--- config.mk ---
export PLATFORM = sky130hd
export DESIGN_NAME = period_timer
export DESIGN_NICKNAME = d
export VERILOG_FILES = /design/src/rtl/period_timer_pkg.sv /design/src/rtl/pt_base_tick.sv /design/src/rtl/pt_prescaler.sv /design/src/rtl/pt_counter.sv /design/src/rtl/pt_postscaler.sv /design/src/rtl/period_timer.sv
export SDC_FILE = /design/constraint.sdc
export NUM_CORES = 1
export LEC_CHECK = 0
export BUFFER_PORTS_ARGS = -buffer_cell sky130_fd_sc_hd__buf_2
export CORE_MARGIN = 2
export CORE_UTILIZATION = 45
export CTS_BUF_LIST = sky130_fd_sc_hd__clkbuf_4
export DETAILED_ROUTE_END_ITERATION = 6
export GPL_TIMING_DRIVEN = 0
export SETUP_SLACK_MARGIN = 0.1
export SLEW_MARGIN = 20
export SYNTH_ARGS = -nofsm -noshare
export SYNTH_HDL_FRONTEND = slang
export SYNTH_SLANG_ARGS = --single-unit
--- constraint.sdc ---
create_clock -name clk -period 3.1 [get_ports clk]
set_input_delay 0 -clock clk [delete_from_list [all_inputs] [get_ports clk]]
set_output_delay 0 -clock clk [all_outputs]
set_load 0.05 [all_outputs]
--- src/rtl/period_timer_pkg.sv ---
package period_timer_pkg;
   typedef enum logic [1:0] {
      REG_CTRL = 2'd0,
      REG_CNT  = 2'd1,
      REG_PER  = 2'd2,
      REG_FLAG = 2'd3
   } reg_sel_e;

   localparam int CTRL_ON_BIT   = 2;
   localparam int CTRL_POST_LSB = 3;
   localparam int PRE_CNT_W     = 4;

   function automatic logic [PRE_CNT_W-1:0] pre_last(input logic [1:0] code);
      case (code)
         2'b00:   return 4'd0;
         2'b01:   return 4'd3;
         default: return 4'd15;
      endcase
   endfunction
endpackage

--- src/rtl/pt_base_tick.sv ---
module pt_base_tick #(
   parameter int DIV = 4
) (
   input  logic clk,
   input  logic rst_n,
   output logic tick
);
   localparam int QW = (DIV > 1) ? $clog2(DIV) : 1;

   generate
      if (DIV < 1) begin : g_bad
         $error("pt_base_tick: DIV must be at least 1");
      end
      if (DIV == 1) begin : g_pass
         assign tick = 1'b1;
      end else begin : g_div
         logic [QW-1:0] q;
         always_ff @(posedge clk) begin
            if (!rst_n)                     q <= '0;
            else if (q == QW'(DIV - 1))     q <= '0;
            else                            q <= q + 1'b1;
         end
         assign tick = (q == QW'(DIV - 1));
      end
   endgenerate
endmodule

--- src/rtl/pt_prescaler.sv ---
module pt_prescaler
   import period_timer_pkg::*;
(
   input  logic       clk,
   input  logic       rst_n,
   input  logic       tick,
   input  logic       run,
   input  logic       clr,
   input  logic [1:0] sel,
   output logic       inc
);
   logic [PRE_CNT_W-1:0] pc;
   logic [PRE_CNT_W-1:0] last;

   assign last = pre_last(sel);
   assign inc  = tick & run & (pc == last);

   always_ff @(posedge clk) begin
      if (!rst_n || clr)       pc <= '0;
      else if (tick && run)    pc <= (pc == last) ? '0 : pc + 1'b1;
   end


   pre_range_chk: assert property (@(posedge clk) disable iff (!rst_n)
      pc <= pre_last(sel));
endmodule

--- src/rtl/pt_counter.sv ---
module pt_counter #(
   parameter int W = 8
) (
   input  logic         clk,
   input  logic         rst_n,
   input  logic         inc,
   input  logic         load,
   input  logic [W-1:0] load_val,
   input  logic [W-1:0] period,
   output logic [W-1:0] cnt,
   output logic         match
);
   generate
      if (W < 2) begin : g_bad
         $error("pt_counter: W must be at least 2");
      end
   endgenerate

   logic hit;
   assign hit = inc & (cnt == period);

   always_ff @(posedge clk) begin
      if (!rst_n) begin
         cnt   <= '0;
         match <= 1'b0;
      end else begin
         match <= hit & ~load;
         if (load)      cnt <= load_val;
         else if (hit)  cnt <= '0;
         else if (inc)  cnt <= cnt + 1'b1;
      end
   end


   match_zero_chk: assert property (@(posedge clk) disable iff (!rst_n)
      match |-> cnt == '0);
endmodule

--- src/rtl/pt_postscaler.sv ---
module pt_postscaler #(
   parameter int W = 4
) (
   input  logic         clk,
   input  logic         rst_n,
   input  logic         pulse,
   input  logic         clr,
   input  logic [W-1:0] sel,
   output logic         evt
);
   logic [W-1:0] pc;
   assign evt = pulse & (pc == sel);

   always_ff @(posedge clk) begin
      if (!rst_n || clr)  pc <= '0;
      else if (pulse)     pc <= evt ? '0 : pc + 1'b1;
   end


   post_range_chk: assert property (@(posedge clk) disable iff (!rst_n)
      pc <= sel);
endmodule

--- src/rtl/period_timer.sv ---
module period_timer
   import period_timer_pkg::*;
#(
   parameter int CNT_W    = 8,
   parameter int POST_W   = 4,
   parameter int BASE_DIV = 4
) (
   input  logic             clk,
   input  logic             rst_n,
   input  logic             wr_en,
   input  logic [1:0]       wr_addr,
   input  logic [CNT_W-1:0] wr_data,
   input  logic [1:0]       rd_addr,
   output logic [CNT_W-1:0] rd_data,
   input  logic             irq_en,
   output logic             irq,
   output logic             match_pulse
);
   localparam int CTRL_W = CTRL_POST_LSB + POST_W;

   generate
      if (CTRL_W > CNT_W) begin : g_bad
         $error("period_timer: control fields do not fit the data width");
      end
   endgenerate

   logic [CTRL_W-1:0] ctrl_q;
   logic [CNT_W-1:0]  period_q;
   logic [CNT_W-1:0]  cnt;
   logic              flag_q;
   logic              tick, inc, post_evt;
   logic              wr_ctrl, wr_cnt, wr_per, wr_flag, restart, run;

   assign wr_ctrl = wr_en & (wr_addr == REG_CTRL);
   assign wr_cnt  = wr_en & (wr_addr == REG_CNT);
   assign wr_per  = wr_en & (wr_addr == REG_PER);
   assign wr_flag = wr_en & (wr_addr == REG_FLAG);
   assign restart = wr_ctrl | wr_cnt;
   assign run     = ctrl_q[CTRL_ON_BIT];

   always_ff @(posedge clk) begin
      if (!rst_n) begin
         ctrl_q   <= '0;
         period_q <= '1;
         flag_q   <= 1'b0;
      end else begin
         if (wr_ctrl) ctrl_q   <= wr_data[CTRL_W-1:0];
         if (wr_per)  period_q <= wr_data;
         if (post_evt)                  flag_q <= 1'b1;
         else if (wr_flag && !wr_data[0]) flag_q <= 1'b0;
      end
   end

   pt_base_tick #(.DIV(BASE_DIV)) u_tick (
      .clk(clk), .rst_n(rst_n), .tick(tick));

   pt_prescaler u_pre (
      .clk(clk), .rst_n(rst_n), .tick(tick), .run(run), .clr(restart),
      .sel(ctrl_q[1:0]), .inc(inc));

   pt_counter #(.W(CNT_W)) u_cnt (
      .clk(clk), .rst_n(rst_n), .inc(inc), .load(wr_cnt), .load_val(wr_data),
      .period(period_q), .cnt(cnt), .match(match_pulse));

   pt_postscaler #(.W(POST_W)) u_post (
      .clk(clk), .rst_n(rst_n), .pulse(match_pulse), .clr(restart),
      .sel(ctrl_q[CTRL_W-1:CTRL_POST_LSB]), .evt(post_evt));

   assign irq = flag_q & irq_en;

   always_comb begin
      rd_data = '0;
      case (rd_addr)
         REG_CTRL: rd_data[CTRL_W-1:0] = ctrl_q;
         REG_CNT:  rd_data = cnt;
         REG_PER:  rd_data = period_q;
         default:  rd_data[0] = flag_q;
      endcase
   end


   pulse_width_chk: assert property (@(posedge clk) disable iff (!rst_n)
      match_pulse |=> !match_pulse);


   flag_sticky_chk: assert property (@(posedge clk) disable iff (!rst_n)
      (flag_q && !wr_flag) |=> flag_q);


   flag_source_chk: assert property (@(posedge clk) disable iff (!rst_n)
      $rose(flag_q) |-> $past(post_evt));


   stopped_no_match_chk: assert property (@(posedge clk) disable iff (!rst_n)
      match_pulse |-> $past(run));


   stopped_hold_chk: assert property (@(posedge clk) disable iff (!rst_n)
      (!run && !wr_cnt) |=> $stable(cnt));
endmodule

==> run metrics <==
full die area 0.00481 mm²; crit share post-route 52.6%; drt via density between 5 and 6; Synth Area per Inst 8.31 µm²; R2R cell count 5; RePlAce Congestion between 0.8 and 0.9; worst setup margin 1470 ps; Core ar. 0.00406 mm²; Peak VDD IR about 210 µV; worst setup path category flop to flop; # H-tree levels 2; clock slew at reported path FFs 110 ps; Initial Util between 40 and 50%; sw frac 31.9%; Yosys cell types 47; RR Endpoint u_cnt.cnt[4]; # DRC 0; M1 GR Usage 30.0%; final wirelength slightly above 5000 µm; Logic pwr share 17.6%; layout net count 294; CTS tree done; count of final setup violators 0; final hold vios 0; minimum clock period 1630 ps; f_max 0.613 GHz; Setup crit end kind flop; Crit Path Max Fanout 9; startpoint types flop; Multi-input gate area 0.00116 mm²; TritonCTS buffer count 5; syn nets 255; antenna viol nets, final 0; number of post-CTS setup repair buffers 0; post-synthesis sequential area ratio 36.5%; Worst EP arrival 1880 ps; TritonRoute pass-1 iters 5; post-synthesis cell count 231; Worst Tran Pin Value 694 ps; Pint 0.000605 W; worst-skew pair later-pin latency 350 ps; Seq. cell area ~700 µm²; routed len/inst around 16 µm; Leakage about 0.9 nW; R2R Path Start u_cnt.cnt[3]; synthesized flop and latch total 35; fillers 403; Critical Path End u_cnt.cnt[4]; Worst Skew 7.98 ps; share of cells above drive strength 1 between 10% and 20%; crit path from u_cnt.cnt[3]; outcome completed; Cell Rows 23; sequential cell fraction of total power a little under three fifths; P&R area growth vs syn 16.1%; setup TNS 0 ps; Worst Hold Class primary input to flop; CTS sink count 35; Max Cap Viol 0; Vias 1,872; Psw between 0.0002 and 0.0003 W; GR Overflow Total 0; 1st-iter DRT viols roughly 170; Worst slew margin 53.6%; Post-DP HPWL 3590 µm; global-route wire length before repair 8350 µm; Final Max Tran Viols 0; pin count of the biggest net entering global routing 11; FF-to-FF setup slack 1470 ps; Syn. warnings 0; IO buf count 24; Top Ports 26; Clock power frac 27.2%; die span in x about 69 µm; Setup WS pre-CTS 1490 ps; vias in the first global route 1,641; gr usage total 22.2%; die height between 60 and 70 µm; Root Driver clkbuf_4; ant diodes 0; busiest grt layer met2; Max clock buf depth 2; Worst EP required 3340 ps; M3 GR Usage 4.80%; grt met2 use 35.6%; initial antenna violation count 0; RSZ-0062 raised after global routing false; synthesized area approximately 0.0019 mm²; Power Dens Cells 399 mW/mm²
==> metrics by stage <==
step / power [W] / instances / cell area, µm² / hold WS (ps) / utilization (%)
3_3_place_gp: 0.000647 / 305 / 2100 / 237 / 51.8
2_1_floorplan: 0.000600 / 231 / 1920 / 124 / -
4_1_cts: 0.000893 / 320 / 2230 / 38.5 / 54.9
3_5_place_dp: 0.000648 / 305 / 2100 / 238 / 51.8
6_report: 0.000889 / 320 / 2230 / 49.4 / 54.9
5_1_grt: 0.000929 / 320 / 2230 / 26.2 / 54.9
==> layout by cell type, fill, tap and decap left out, drive strengths merged, types with 2 or more instances in the layout <==
master and n:
clkinv 2, xor2 13, mux2i 6, clkbuf 10
dlygate4sd3 8, o21ai 10, nor2b 2, ha 8
a21oi 17, dfxtp 35, a31oi 2, buf 26
a211oi 2, nor2 20, nor3b 4, nand3 24
a222oi 7, nand2b 3, nand3b 2, o211ai 2
nor3 7, nand4 3, nor4 3, inv 9
nand2 29, and3 3
==> how the worst min path moves through the flow <==
stage               start          end  slack, ps  depth (start not counted)
6_report       wr_addr[0]    ctrl_q[3]         50                          3
5_1_grt        wr_addr[0]    ctrl_q[3]         30                          3
4_1_cts        wr_addr[0]    ctrl_q[3]         40                          3
3_5_place_dp   wr_data[7]  period_q[7]        240                          3
3_3_place_gp   wr_data[7]  period_q[7]        240                          3
2_1_floorplan  wr_data[0]  period_q[0]        120                          2
==> flip-flops by register name (all words and copies together) (netlist names) <==
signal	count
flag_q	1
u_tick.g_div.q	2
u_cnt.match	1
ctrl_q	7
u_post.pc	4
u_cnt.cnt	8
u_pre.pc	4
period_q	8
==> logic make-up (layout without fill, tap and decap cells) <==
| kind of cell | after synthesis | in the layout | synth area share, % |
|---|---|---|---|
| simple gates | 104 | 104 | 28.7 |
| mux | 6 | 6 | 3.13 |
| buf+inv | 16 | 55 | 3.19 |
| fa+ha+maj | 8 | 8 | 5.21 |
| flops | 35 | 35 | 36.5 |
| compound gates | 49 | 49 | 17.4 |
| xor+xnor | 13 | 13 | 5.93 |
==> worst max-delay path: stages, from the launching register on <==
cell	delay (ps)
dfxtp_1	480
xor2_1	150
nor4_4	390
nand2_2	230
a211oi_2	220
nor3_1	70
==> what timing repair did <==
| item | CTS | global route |
|---|---|---|
| endpoints found under the hold margin | 21 | 0 |
| hold buffers | 8 | 0 |
| gates resized for setup | 0 | 0 |
==> final cells by class <==
class	count	share of cell area [%]
clock inverters	2	0.393
multi-input cells	180	52.0
well taps	50	2.81
clock buffers	5	1.68
repair buffers	32	8.98
inverters	9	1.52
plain buffers	7	1.23
flip-flops and latches	35	31.4
==> synth_stat cells, drive strengths merged <==
cell	n	area, µm²
a2111oi	1	8.76
a211oi	2	20.0
a21o	1	7.51
a21oi	17	88.8
a222oi	7	70.1
a22o	1	8.76
a22oi	1	7.51
a31oi	2	12.5
a32oi	1	8.76
and2	1	6.26
and3	3	18.8
buf	2	8.75
clkbuf	5	18.8
dfxtp	35	701
ha	8	100
inv	9	33.8
mux2i	6	60.1
nand2	29	111
nand2b	3	18.8
nand3	24	125
nand3b	2	15.0
nand4	3	18.8
nor2	20	77.6
nor2b	2	12.5
nor3	7	40.0
nor3b	4	30.0
nor4	3	48.8
nor4b	1	8.76
o2111ai	1	8.76
o211ai	2	15.0
o21a	1	7.51
o21ai	10	53.8
o221ai	1	8.76
o31ai	1	7.51
or2b	1	7.51
or4	1	11.3
xor2	13	114
==> power groups by stage <==
| stage | Combinational [W] | Sequential (W) | Clock (W) |
|---|---|---|---|
| after floorplan | 0.000107 | 0.000493 | 0 |
| after global placement | 0.000148 | 0.000500 | 0 |
| after detailed placement | 0.000148 | 0.000500 | 0 |
| after CTS | 0.000156 | 0.000490 | 0.000248 |
| after global routing | 0.000172 | 0.000493 | 0.000264 |
| final | 0.000157 | 0.000490 | 0.000242 |
==> layer usage <==
| layer | share of wire (%) | up-vias | wire length (µm) |
|---|---|---|---|
| met3 | 6.9 | 6 | 355 |
| met5 | 0 | - | 0 |
| met4 | 1.2 | 0 | 62 |
| met2 | 46 | 72 | 2370 |
| li1 | - | 921 | - |
| met1 | 45 | 873 | 2320 |
(Power assumes the default switching activity.)
